`src/rtl/nsc_pkg.sv`:
```
package nsc_pkg;
  localparam int unsigned HALF_W = 32;
  localparam int unsigned LINE_W = 2 * HALF_W;

  typedef enum logic [1:0] {
    MS_IDLE,
    MS_EVICT,
    MS_FILL_REQ,
    MS_FILL_WAIT
  } miss_state_e;

  // Replace one half of a line, keep the other
  function automatic logic [LINE_W-1:0] merge_half(input logic [LINE_W-1:0] line,
                                                   input logic [HALF_W-1:0] word,
                                                   input logic              hi);
    logic [LINE_W-1:0] res;
    res = line;
    if (hi) res[LINE_W-1:HALF_W] = word;
    else    res[HALF_W-1:0]      = word;
    return res;
  endfunction
endpackage

```
`src/rtl/nsc_addr_form.sv`:
```
module nsc_addr_form #(
  parameter int unsigned ADDR_W = 16,
  parameter int unsigned NAME_W = 16
) (
  input  logic [ADDR_W-1:0] base,
  input  logic [NAME_W-1:0] name,
  input  logic              size64,
  output logic [ADDR_W-1:0] addr
);
  logic [ADDR_W-1:0] base_al;
  logic [ADDR_W-1:0] name_ext;
  logic [ADDR_W-1:0] name_sc;

  always_comb begin
    base_al  = {base[ADDR_W-1:1], 1'b0};
    name_ext = ADDR_W'(name);
    name_sc  = size64 ? {name_ext[ADDR_W-2:0], 1'b0} : name_ext;
    addr     = base_al + name_sc;
  end
endmodule

```
`src/rtl/nsc_tag_array.sv`:
```
module nsc_tag_array #(
  parameter int unsigned ENTRIES = 32,
  parameter int unsigned TAG_W   = 15,
  localparam int unsigned IDX_W  = $clog2(ENTRIES)
) (
  input  logic             clk,
  input  logic             rst_n,
  input  logic [TAG_W-1:0] lookup_tag,
  output logic             hit,
  output logic [IDX_W-1:0] hit_idx,
  input  logic [IDX_W-1:0] victim_idx,
  output logic             victim_valid,
  output logic [TAG_W-1:0] victim_tag,
  input  logic             fill_we,
  input  logic [IDX_W-1:0] fill_idx,
  input  logic [TAG_W-1:0] fill_tag
);
  logic [ENTRIES-1:0] valid_q, valid_d;
  logic [TAG_W-1:0]   tag_q [ENTRIES];
  logic [ENTRIES-1:0] match_vec;

  for (genvar e = 0; e < ENTRIES; e++) begin : g_cmp
    assign match_vec[e] = valid_q[e] && (tag_q[e] == lookup_tag);
  end

  always_comb begin
    hit_idx = '0;
    for (int e = 0; e < ENTRIES; e++)
      if (match_vec[e]) hit_idx = hit_idx | IDX_W'(e);
    hit = |match_vec;
  end

  assign victim_valid = valid_q[victim_idx];
  assign victim_tag   = tag_q[victim_idx];

  always_comb begin
    valid_d = valid_q;
    if (fill_we) valid_d[fill_idx] = 1'b1;
  end

  always_ff @(posedge clk or negedge rst_n) begin
    if (!rst_n) valid_q <= '0;
    else        valid_q <= valid_d;
  end

  always_ff @(posedge clk) begin
    if (fill_we) tag_q[fill_idx] <= fill_tag;
  end

  // a word is never resident twice
  a_r5_single_match: assert property (@(posedge clk) disable iff (!rst_n)
    $onehot0(match_vec));
endmodule

```
`src/rtl/nsc_value_ram.sv`:
```
module nsc_value_ram #(
  parameter int unsigned ENTRIES = 32,
  localparam int unsigned IDX_W  = $clog2(ENTRIES)
) (
  input  logic             clk,
  input  logic             rst_n,
  input  logic [IDX_W-1:0] rd_idx,
  output logic [63:0]      rd_data,
  input  logic [IDX_W-1:0] vic_idx,
  output logic [63:0]      vic_data,
  output logic             vic_dirty,
  input  logic             fill_we,
  input  logic [IDX_W-1:0] fill_idx,
  input  logic [63:0]      fill_data,
  input  logic             st_we,
  input  logic             st_size64,
  input  logic             st_hi,
  input  logic [63:0]      st_data
);
  import nsc_pkg::*;

  logic [63:0]        data_q [ENTRIES];
  logic [ENTRIES-1:0] dirty_q, dirty_d;
  logic [63:0]        st_line;

  assign rd_data   = data_q[rd_idx];
  assign vic_data  = data_q[vic_idx];
  assign vic_dirty = dirty_q[vic_idx];

  always_comb begin
    st_line = st_size64 ? st_data : merge_half(data_q[rd_idx], st_data[HALF_W-1:0], st_hi);
    dirty_d = dirty_q;
    if (fill_we)    dirty_d[fill_idx] = 1'b0;
    else if (st_we) dirty_d[rd_idx]   = 1'b1;
  end

  always_ff @(posedge clk or negedge rst_n) begin
    if (!rst_n) dirty_q <= '0;
    else        dirty_q <= dirty_d;
  end

  always_ff @(posedge clk) begin
    if (fill_we)    data_q[fill_idx] <= fill_data;
    else if (st_we) data_q[rd_idx]   <= st_line;
  end

  // a store never meets a fill in the same cycle
  a_r6_no_port_clash: assert property (@(posedge clk) disable iff (!rst_n)
    !(fill_we && st_we));
endmodule

```
`src/rtl/nsc_miss_ctrl.sv`:
```
module nsc_miss_ctrl #(
  parameter int unsigned ENTRIES = 32,
  parameter int unsigned ADDR_W  = 16,
  localparam int unsigned IDX_W  = $clog2(ENTRIES),
  localparam int unsigned TAG_W  = ADDR_W - 1
) (
  input  logic              clk,
  input  logic              rst_n,
  input  logic              miss,
  input  logic [TAG_W-1:0]  miss_tag,
  output logic [IDX_W-1:0]  victim_idx,
  input  logic              vic_valid,
  input  logic              vic_dirty,
  input  logic [TAG_W-1:0]  vic_tag,
  input  logic [63:0]       vic_data,
  output logic              busy,
  output logic              mem_req_valid,
  input  logic              mem_req_ready,
  output logic              mem_req_write,
  output logic [ADDR_W-1:0] mem_req_addr,
  output logic [63:0]       mem_req_wdata,
  input  logic              mem_rsp_valid,
  output logic              fill_we
);
  import nsc_pkg::*;

  miss_state_e      state_q, state_d;
  logic [IDX_W-1:0] rr_q, rr_d;

  always_comb begin
    state_d       = state_q;
    rr_d          = rr_q;
    mem_req_valid = 1'b0;
    mem_req_write = 1'b0;
    mem_req_addr  = '0;
    mem_req_wdata = '0;
    fill_we       = 1'b0;
    unique case (state_q)
      MS_IDLE: if (miss) state_d = MS_EVICT;
      MS_EVICT: begin
        if (vic_valid && vic_dirty) begin
          mem_req_valid = 1'b1;
          mem_req_write = 1'b1;
          mem_req_addr  = {vic_tag, 1'b0};
          mem_req_wdata = vic_data;
          if (mem_req_ready) state_d = MS_FILL_REQ;
        end else begin
          state_d = MS_FILL_REQ;
        end
      end
      MS_FILL_REQ: begin
        mem_req_valid = 1'b1;
        mem_req_addr  = {miss_tag, 1'b0};
        if (mem_req_ready) state_d = MS_FILL_WAIT;
      end
      MS_FILL_WAIT: begin
        if (mem_rsp_valid) begin
          fill_we = 1'b1;
          state_d = MS_IDLE;
          rr_d    = (rr_q == IDX_W'(ENTRIES - 1)) ? '0 : rr_q + 1'b1;
        end
      end
      default: state_d = MS_IDLE;
    endcase
  end

  always_ff @(posedge clk or negedge rst_n) begin
    if (!rst_n) begin
      state_q <= MS_IDLE;
      rr_q    <= '0;
    end else begin
      state_q <= state_d;
      rr_q    <= rr_d;
    end
  end

  assign victim_idx = rr_q;
  assign busy       = (state_q != MS_IDLE);

  // a taken writeback is followed at once by the fill read
  a_r8_fill_after_wb: assert property (@(posedge clk) disable iff (!rst_n)
    (mem_req_valid && mem_req_write && mem_req_ready) |=> (mem_req_valid && !mem_req_write));
  // a pending request holds its address and kind
  a_r4_req_held: assert property (@(posedge clk) disable iff (!rst_n)
    (mem_req_valid && !mem_req_ready) |=>
      (mem_req_valid && $stable(mem_req_addr) && $stable(mem_req_write)));
  // every fill moves the replacement pointer on
  a_r7_rr_step: assert property (@(posedge clk) disable iff (!rst_n)
    fill_we |=> (victim_idx != $past(victim_idx)));
endmodule

```
`src/rtl/name_operand_cache.sv`:
```
module name_operand_cache #(
  parameter int unsigned ENTRIES = 32,
  parameter int unsigned ADDR_W  = 16,
  parameter int unsigned NAME_W  = 16,
  localparam int unsigned IDX_W  = $clog2(ENTRIES),
  localparam int unsigned TAG_W  = ADDR_W - 1
) (
  input  logic              clk,
  input  logic              rst_n,
  input  logic              req_valid,
  output logic              req_ready,
  input  logic              req_write,
  input  logic              req_size64,
  input  logic [ADDR_W-1:0] req_base,
  input  logic [NAME_W-1:0] req_name,
  input  logic [63:0]       req_wdata,
  output logic              rsp_valid,
  output logic [63:0]       rsp_data,
  output logic              mem_req_valid,
  input  logic              mem_req_ready,
  output logic              mem_req_write,
  output logic [ADDR_W-1:0] mem_req_addr,
  output logic [63:0]       mem_req_wdata,
  input  logic              mem_rsp_valid,
  input  logic [63:0]       mem_rsp_data
);
  // reset: asserted asynchronously, released on the clock
  logic [1:0] rst_sync_q;
  logic       rst_i_n;
  always_ff @(posedge clk or negedge rst_n) begin
    if (!rst_n) rst_sync_q <= '0;
    else        rst_sync_q <= {rst_sync_q[0], 1'b1};
  end
  assign rst_i_n = rst_sync_q[1];

  // stage 1: formed address
  logic              s1_valid_q, s1_valid_d;
  logic [TAG_W-1:0]  s1_tag_q;
  logic              s1_half_q, s1_size64_q, s1_write_q;
  logic [63:0]       s1_wdata_q;
  // stage 2: associative match
  logic              s2_valid_q, s2_valid_d;
  logic [TAG_W-1:0]  s2_tag_q;
  logic              s2_half_q, s2_size64_q, s2_write_q;
  logic [63:0]       s2_wdata_q;
  // stage 3: value read / write
  logic              s3_valid_q, s3_valid_d;
  logic [IDX_W-1:0]  s3_idx_q;
  logic              s3_half_q, s3_size64_q, s3_write_q;
  logic [63:0]       s3_wdata_q;
  // response
  logic              rsp_valid_d;
  logic [63:0]       rsp_data_d;

  logic [ADDR_W-1:0] op_addr;
  logic              hit, miss, advance, accept, miss_busy, fill_we, st_we;
  logic [IDX_W-1:0]  hit_idx, victim_idx;
  logic              vic_valid, vic_dirty;
  logic [TAG_W-1:0]  vic_tag;
  logic [63:0]       vic_data, rd_data;

  nsc_addr_form #(.ADDR_W(ADDR_W), .NAME_W(NAME_W)) u_addr (
    .base(req_base), .name(req_name), .size64(req_size64), .addr(op_addr)
  );

  nsc_tag_array #(.ENTRIES(ENTRIES), .TAG_W(TAG_W)) u_tags (
    .clk(clk), .rst_n(rst_i_n), .lookup_tag(s2_tag_q), .hit(hit), .hit_idx(hit_idx),
    .victim_idx(victim_idx), .victim_valid(vic_valid), .victim_tag(vic_tag),
    .fill_we(fill_we), .fill_idx(victim_idx), .fill_tag(s2_tag_q)
  );

  nsc_value_ram #(.ENTRIES(ENTRIES)) u_vals (
    .clk(clk), .rst_n(rst_i_n), .rd_idx(s3_idx_q), .rd_data(rd_data),
    .vic_idx(victim_idx), .vic_data(vic_data), .vic_dirty(vic_dirty),
    .fill_we(fill_we), .fill_idx(victim_idx), .fill_data(mem_rsp_data),
    .st_we(st_we), .st_size64(s3_size64_q), .st_hi(s3_half_q), .st_data(s3_wdata_q)
  );

  nsc_miss_ctrl #(.ENTRIES(ENTRIES), .ADDR_W(ADDR_W)) u_miss (
    .clk(clk), .rst_n(rst_i_n), .miss(miss), .miss_tag(s2_tag_q),
    .victim_idx(victim_idx), .vic_valid(vic_valid), .vic_dirty(vic_dirty),
    .vic_tag(vic_tag), .vic_data(vic_data), .busy(miss_busy),
    .mem_req_valid(mem_req_valid), .mem_req_ready(mem_req_ready),
    .mem_req_write(mem_req_write), .mem_req_addr(mem_req_addr),
    .mem_req_wdata(mem_req_wdata), .mem_rsp_valid(mem_rsp_valid), .fill_we(fill_we)
  );

  // next state
  always_comb begin
    miss        = s2_valid_q && !hit;
    advance     = !miss;
    req_ready   = advance && rst_i_n;
    accept      = req_valid && req_ready;
    s1_valid_d  = advance ? accept : s1_valid_q;
    s2_valid_d  = advance ? s1_valid_q : s2_valid_q;
    s3_valid_d  = s2_valid_q && hit;
    st_we       = s3_valid_q && s3_write_q;
    rsp_valid_d = s3_valid_q && !s3_write_q;
    if (s3_size64_q)    rsp_data_d = rd_data;
    else if (s3_half_q) rsp_data_d = {32'b0, rd_data[63:32]};
    else                rsp_data_d = {32'b0, rd_data[31:0]};
  end

  // control registers
  always_ff @(posedge clk or negedge rst_i_n) begin
    if (!rst_i_n) begin
      s1_valid_q <= 1'b0;
      s2_valid_q <= 1'b0;
      s3_valid_q <= 1'b0;
      rsp_valid  <= 1'b0;
    end else begin
      s1_valid_q <= s1_valid_d;
      s2_valid_q <= s2_valid_d;
      s3_valid_q <= s3_valid_d;
      rsp_valid  <= rsp_valid_d;
    end
  end

  // data registers with explicit enables
  always_ff @(posedge clk) begin
    if (accept) begin
      s1_tag_q    <= op_addr[ADDR_W-1:1];
      s1_half_q   <= op_addr[0];
      s1_size64_q <= req_size64;
      s1_write_q  <= req_write;
      s1_wdata_q  <= req_wdata;
    end
    if (advance) begin
      s2_tag_q    <= s1_tag_q;
      s2_half_q   <= s1_half_q;
      s2_size64_q <= s1_size64_q;
      s2_write_q  <= s1_write_q;
      s2_wdata_q  <= s1_wdata_q;
    end
    if (s3_valid_d) begin
      s3_idx_q    <= hit_idx;
      s3_half_q   <= s2_half_q;
      s3_size64_q <= s2_size64_q;
      s3_write_q  <= s2_write_q;
      s3_wdata_q  <= s2_wdata_q;
    end
    if (rsp_valid_d) rsp_data <= rsp_data_d;
  end

  // no request enters while a miss is being serviced
  a_r4_hold_while_busy: assert property (@(posedge clk) disable iff (!rst_i_n)
    miss_busy |-> !req_ready);
  // a response is always preceded by a read in the value stage
  a_r9_rsp_from_read: assert property (@(posedge clk) disable iff (!rst_i_n)
    $rose(rsp_valid) |-> $past(s3_valid_q));
endmodule

```
`config.mk`:
```
export PLATFORM = sky130hd
export DESIGN_NAME = name_operand_cache
export DESIGN_NICKNAME = d
export VERILOG_FILES = /design/src/rtl/nsc_pkg.sv /design/src/rtl/nsc_addr_form.sv /design/src/rtl/nsc_tag_array.sv /design/src/rtl/nsc_value_ram.sv /design/src/rtl/nsc_miss_ctrl.sv /design/src/rtl/name_operand_cache.sv
export SDC_FILE = /design/constraint.sdc
export NUM_CORES = 2
export LEC_CHECK = 0
export BUFFER_PORTS_ARGS = -buffer_cell sky130_fd_sc_hd__buf_2
export CELL_PAD_IN_SITES_DETAIL_PLACEMENT = 1
export CELL_PAD_IN_SITES_GLOBAL_PLACEMENT = 2
export CORE_MARGIN = 2
export CORE_UTILIZATION = 44
export CTS_BUF_LIST = sky130_fd_sc_hd__clkbuf_8 sky130_fd_sc_hd__clkbuf_16
export DETAILED_ROUTE_END_ITERATION = 8
export PLACE_DENSITY_LB_ADDON = 0.2
export SYNTH_ARGS = -nofsm -noshare
export SYNTH_HDL_FRONTEND = slang
export SYNTH_SLANG_ARGS = --single-unit
```
`constraint.sdc`:
```
create_clock -name clk -period 2.8 [get_ports clk]
set_clock_uncertainty 0.05 [all_clocks]
set_input_delay 0.42 -clock clk [delete_from_list [all_inputs] [get_ports clk]]
set_output_delay 0.42 -clock clk [all_outputs]
set_load 0.05 [all_outputs]
```
After elaboration in Yosys (flattened, before gate mapping). Memory sizes are Yosys's and may differ from the RTL's. Index checks and enable logic that the tools add are counted.

Shift-type cells: 0. Reduce and logical (&&, ||, !) cells: 54. Bitwise operators: 4. $add $sub $neg: 2. Order comparisons: 4. Div/mod/pow operators: 0. Eq/ne operators: 40. Multiply operators: 0. Mux-type cells: 68.

Operator list (count): == test 15 bit (32); 2-to-1 mux 64 bit (5); 2-to-1 mux 32 bit (5); OR 32 bit (2); OR reduction 64 bit (1); logical AND 1 bit (41); AND 32 bit (1); 2-to-1 mux 16 bit (2); 2-to-1 mux 4 bit (8); inverter 32 bit (1); one-hot mux 16 bit (2 select lines) (1); OR reduction 32 bit (1); 2-to-1 mux 3 bit (8); 2-to-1 mux 2 bit (11); 2-to-1 mux 5 bit (4); 2-to-1 mux 1 bit (18); adder 16 bit (1); OR reduction 16 bit (1); < comparator 5 x 6 -> 1 bit (second input constant) (2); binary-select mux 1 bit (select 5 bit) (2); demux 1 bit (select 5 bit) (2); >= comparator 5 x 1 -> 1 bit (second input constant) (2); one-hot mux 2 bit (4 select lines) (1); OR reduction 8 bit (1); other kinds (14) (19).

Bits in read-only memories: 0. Register bits after elaboration: 377. Bits of input ports: 167. Memories kept: 2. Memory bits (writable): 2528. Bits in latches: 0.

Memories: u_vals.data_q (depth 32, bits a word 64, rd ports 2, clocked after memory_dff 0, wr ports 1, line nsc_value_ram.sv:22) `logic [63:0] data_q [ENTRIES];`; u_tags.tag_q (depth 32, bits a word 15, rd ports 33, clocked after memory_dff 0, wr ports 1, line nsc_tag_array.sv:19) `logic [TAG_W-1:0] tag_q [ENTRIES];`.

Logic depth before layout (Yosys ltp). An unclocked memory read counts as a cell.

Word-level depth: 29. Depth in mapped cells: 13.

Cells and area by module. A second synthesis with hierarchy kept.

Cells, all modules: 7773. Area total of the unflattened synthesis: 134446.4 µm².

By module, submodules not included: nsc_value_ram (sequential area each 62299.8 µm², cells an instance 5585, instances 1, area each 97059.3 µm²); nsc_tag_array (sequential area each 15214.6 µm², cells an instance 1526, instances 1, area each 25281.7 µm²); name_operand_cache (sequential area each 9158.8 µm², cells an instance 391, instances 1, area each 9990.8 µm²); nsc_miss_ctrl (sequential area each 175.2 µm², cells an instance 156, instances 1, area each 1204.9 µm²); nsc_addr_form (sequential area each 0.0 µm², cells an instance 115, instances 1, area each 909.6 µm²).

Worst setup path before layout. Ideal clock, no wire load.

Kind: reg-to-reg. From: register s2_tag_q[10]. To: register s1_half_q (enable). Path slack: -3.385 ns. Arrival: 5.610 ns. Setup time: 0.525 ns. Cell stages (with the launch flop): 11. Cells stage by stage: edfxtp_1 buf_2 buf_6 buf_4 xnor2_1 nand4_1 nor4_1 nor4_1 nand2_1 nor4_2 nor2_1.

Word-level cells in the longest chain between the ends: 8. Elaborated cells between the ends (all ways): 70.

Ends and longest elaborated chain: from (decl) (line name_operand_cache.sv:43) `logic [TAG_W-1:0] s2_tag_q;`; from (signal assigned) (line name_operand_cache.sv:129) `s2_tag_q <= s1_tag_q;`; == test 15 bit (line nsc_tag_array.sv:23) `assign match_vec[e] = valid_q[e] && (tag_q[e] == lookup_tag);`; logical AND 1 bit (line nsc_tag_array.sv:23); OR reduction 32 bit (*) (line nsc_tag_array.sv:30) `hit = |match_vec;`; zero test 1 bit (*) (line name_operand_cache.sv:90) `miss = s2_valid_q && !hit;`; logical AND 1 bit (*) (line name_operand_cache.sv:90); zero test 1 bit (*) (line name_operand_cache.sv:91) `advance = !miss;`; logical AND 1 bit (*) (line name_operand_cache.sv:92) `req_ready = advance && rst_i_n;`; logical AND 1 bit (*) (line name_operand_cache.sv:93) `accept = req_valid && req_ready;`; named net accept (line name_operand_cache.sv:56) `logic hit, miss, advance, accept, miss_busy, fill_we, st_we;`; to (signal assigned) (line name_operand_cache.sv:123) `s1_half_q <= op_addr[0];`; to (decl) (line name_operand_cache.sv:39) `logic s1_half_q, s1_size64_q, s1_write_q;`.

Mark *: on every way through the listed nets, which the timed path passes. The rest lies on a longest branch. A chain may end at the register's enable or synchronous reset.

Final worst setup path.
From: register u_miss.rr_q[1] (netlist: u_miss.victim_idx[1]). To: output port mem_req_wdata[35].

Word-level cells in the longest chain between the ends: 5. Elaborated cells between the ends (all ways): 8.

Ends and longest elaborated chain: from (decl) (line nsc_miss_ctrl.sv:28) `logic [IDX_W-1:0] rr_q, rr_d;`; from (signal assigned) (line nsc_miss_ctrl.sv:73) `rr_q <= rr_d;`; binary-select mux 1 bit (select 5 bit), on equally long branches (line nsc_tag_array.sv:33, nsc_value_ram.sv:28); 2-to-1 mux 1 bit, on equally long branches (line nsc_tag_array.sv:33, nsc_value_ram.sv:28); logical AND 1 bit (line nsc_miss_ctrl.sv:41) `if (vic_valid && vic_dirty) begin`; 2-to-1 mux 64 bit (*) (line nsc_miss_ctrl.sv:41); 2-to-1 mux 64 bit (*) (line nsc_miss_ctrl.sv:38) `unique case (state_q)`; to (decl) (line name_operand_cache.sv:23) `output logic [63:0] mem_req_wdata,`.

Mark *: on every way between the ends. The rest lies on a longest branch, timed or not. The select of a mux whose other input is x is not followed.

==> impl_metrics.json <==
{
  "cts_tree": "done",
  "hold_path_class": "input pin to flip-flop",
  "core_area_sq_um": 296000,
  "ys_types": 62,
  "crit_family": "buffers and inverters",
  "routed_via_density": 6.63,
  "layout-drive-gt1-share": 0.423,
  "synth_async_sr_flop_share": 0.0265,
  "grt_max_degree": 81,
  "yosysSeqAreaShare": 0.665,
  "cp_cell_sequence": "mux4_2, a221oi_2, o21ai_1, buf_4, a221oi_4, a2111oi_4, buf_6, buf_12, buf_16, and2_4, buf_12",
  "layout_common_cells": "2828 x edfxtp_1, 1152 x mux4_2, 949 x buf_4, 545 x buf_12, 465 x xnor2_1",
  "r2r.worst_path.cells": 15,
  "crit_cells": 11,
  "violations": "setup timing",
  "worstPathRequired_ns": 2.33,
  "start_util": 0.441,
  "vdd_drop_max_mv": 0.629,
  "totalWireLength_microns": 513000,
  "hold_violations": 0,
  "cts_max_path_buffers": 4,
  "critPathArrivalTime_ns": 3.91,
  "synth_ff_type": "edfxtp_1",
  "crit_buf_inv": 5,
  "cpMaxStageDelayCell": "mux4_2",
  "slowest_delay_ns": 0.55,
  "hpwlAfterDp_microns": 348000,
  "gp_congestion": 0.925,
  "slew_headroom": 0.151,
  "grt_pass1_vias": 87424,
  "hold_depth": 5,
  "final_util": 0.563,
  "powerDensity_nw_per_um2": 751,
  "cp_max_fo": 17,
  "setup_slack_ns": -1.58,
  "ys_warn_count": 0,
  "io_buffers": 312,
  "stdcell_area_sq_um": 167000,
  "final_nets": 8804,
  "criticalPathCategory": "flip-flop to output pin",
  "ios": 315,
  "initialDrtViolationCount": 11516,
  "cp_common_cell": "buf_12",
  "drc": 0,
  "cp-start-kind": "flip-flop",
  "cap_violations": 0,
  "dieArea_sq_um": 301000,
  "power_w": 0.125,
  "clkLatencyLatePin_ns": 0.98,
  "synth-seq-cells": 2905,
  "leakage_nw": 55.5,
  "cp-endpoint": "mem_req_wdata[35]",
  "grt_usage": 0.337,
  "hold_ws_ns": 0.0407,
  "r2r_start": "s2_tag_q[11]$_DFFE_PN_",
  "rows": 200,
  "die_w_microns": 549,
  "period_needed_ns": 4.38,
  "dr.pass1.iters": 6,
  "path_clk_slew_ns": 0.06,
  "synth_edf_count": 2828,
  "cts_max_level": 5,
  "antenna_found_initial": 22,
  "root_buffer": "clkbuf_16",
  "cts.sinks": 2905,
  "die_h_microns": 549,
  "status": "complete, but fails checks",
  "syn_nets": 7087,
  "nFillCells": 26083,
  "post-place-ws_ns": -1.15,
  "wire_per_inst_microns": 40.0,
  "grt_pass1_wl_microns": 708000,
  "final_common_cell": "edfxtp_1",
  "vias": 85001,
  "synthesis.area_sq_um": 131000,
  "reg2reg_slack_ns": -1.07,
  "worstSetupEndpointType": "output pin",
  "place_area_sq_um": 153000,
  "ant_nets": 0,
  "fmax_mhz": 228,
  "report.final.slew_viol_count": 0,
  "netlist_instances": 6895,
  "grt_overflow": 0,
  "syn2layout_area_growth_pct": 27.7,
  "worst_pin_slew_ns": 1.27,
  "cp-startpoint": "u_miss.victim_idx[1]$_DFFE_PN0P_",
  "syn_area_per_cell_sq_um": 19.0,
  "r2r-end": "s3_wdata_q[58]$_DFFE_PP_",
  "setup_viol": 4408,
  "rsz0062_at_grt": "true",
  "numCtsBuffers": 321,
  "finalCritPeriodShare": 1.56
}
-- cells by family after synthesis --
| group | share of synthesized area |
|---|---|
| buffers and inverters | 0.0189 |
| adder cells (fa/ha/maj) | 0.00245 |
| AND/OR/NAND/NOR | 0.0349 |
| AO/OA/AOI/OAI | 0.0424 |
| flip-flops | 0.665 |
| XOR/XNOR | 0.0330 |
| other | 0.0000575 |
| multiplexers | 0.204 |
-- repair_timing --
item	4_1_cts	5_1_grt
resized for setup	239	53
endpoints found under the setup margin	4324	4457
endpoints found under the hold margin	926	0
hold buffers	109	0
cloned	4	10
setup buffers	13	22
pin swaps	12	21
-- Yosys cell counts, types with 19 or more instances --
| cell | instances | area, sq um |
|---|---|---|
| edfxtp_1 | 2828 | 84900 |
| mux4_2 | 1152 | 25900 |
| xnor2_1 | 487 | 4270 |
| o22ai_1 | 317 | 1980 |
| a22oi_1 | 269 | 2020 |
| clkbuf_1 | 262 | 983 |
| nor2_1 | 174 | 653 |
| nand4_1 | 166 | 1040 |
| buf_2 | 150 | 751 |
| o21ai_0 | 137 | 686 |
| nand2_1 | 125 | 469 |
| nor4_1 | 123 | 769 |
| a21oi_1 | 108 | 541 |
| and2_1 | 102 | 638 |
| dfrtp_1 | 77 | 1930 |
| buf_1 | 69 | 259 |
| mux2i_1 | 48 | 480 |
| buf_4 | 39 | 293 |
| or2_2 | 39 | 244 |
| and4_1 | 31 | 272 |
| nor2b_1 | 27 | 169 |
| ha_1 | 24 | 300 |
| inv_1 | 20 | 75.1 |
| mux2_2 | 19 | 214 |
-- worst min path at each step --
stage	to	start	slack [ns]
3_5_place_dp	rst_sync_q[0]$_DFF_PN0_	rst_n	0.16
2_1_floorplan	rst_sync_q[0]$_DFF_PN0_	rst_n	0.07
4_1_cts	s1_tag_q[9]$_DFFE_PP_	req_base[10]	0.004
5_1_grt	u_vals.data_q[10][51]$_DFFE_PP_	mem_rsp_data[51]	0.03
3_3_place_gp	rst_sync_q[0]$_DFF_PN0_	rst_n	0.16
6_report	s1_tag_q[4]$_DFFE_PP_	req_base[5]	0.04
-- state kept, by name (all words and copies together) (netlist names), 5 cells and up --
name               count
rsp_data              64
u_vals.data_q       2048
s2_wdata_q            64
s1_wdata_q            64
u_miss.victim_idx      5
s1_tag_q              15
u_vals.dirty_q        32
u_tags.tag_q         480
s3_wdata_q            64
s3_idx_q               5
u_tags.valid_q        32
s2_tag_q              15
-- worst min-delay path, stage by stage --
cell and delay (ns):
buf_2 0.08, ha_1 0.14, buf_4 0.11, nor2_1 0.04
nor2_1 0.11
-- report_power, final --
group | internal (W) | switching [W]
Sequential | 0.0484 | 0.000543
Combinational | 0.0161 | 0.0181
Clock | 0.0238 | 0.0184
Total | 0.0883 | 0.0370
-- through the flow --
step	TNS, ns	std cells
6_report	-1725.27	12824
4_1_cts	-1664.91	12775
2_1_floorplan	-3856.65	6895
3_5_place_dp	-1620.46	12071
5_1_grt	-2099.89	12814
3_3_place_gp	-1524.50	12071
-- area by class of cell --
cell class                 instances  area, sq um  share of cell area
clock inverter                   247         2150              0.0129
inverter                          20         86.3            0.000517
antenna                           17         42.5            0.000255
clock buffer                     332         8220              0.0493
timing repair buffer            1924        21700               0.130
sequential                      2905        86900               0.521
tap                             3939         4930              0.0295
multi-input combinational       3440        42900               0.257
-- layer usage --
layer | routed length (microns) | GRT usage | up-vias
met5 | 62 | 0 | -
met4 | 31500 | 0.175 | 8
met3 | 47800 | 0.0633 | 1151
met2 | 243000 | 0.534 | 5269
met1 | 191000 | 0.447 | 45881
li1 | - | - | 32692
Power figures use the tool's default switching activity.
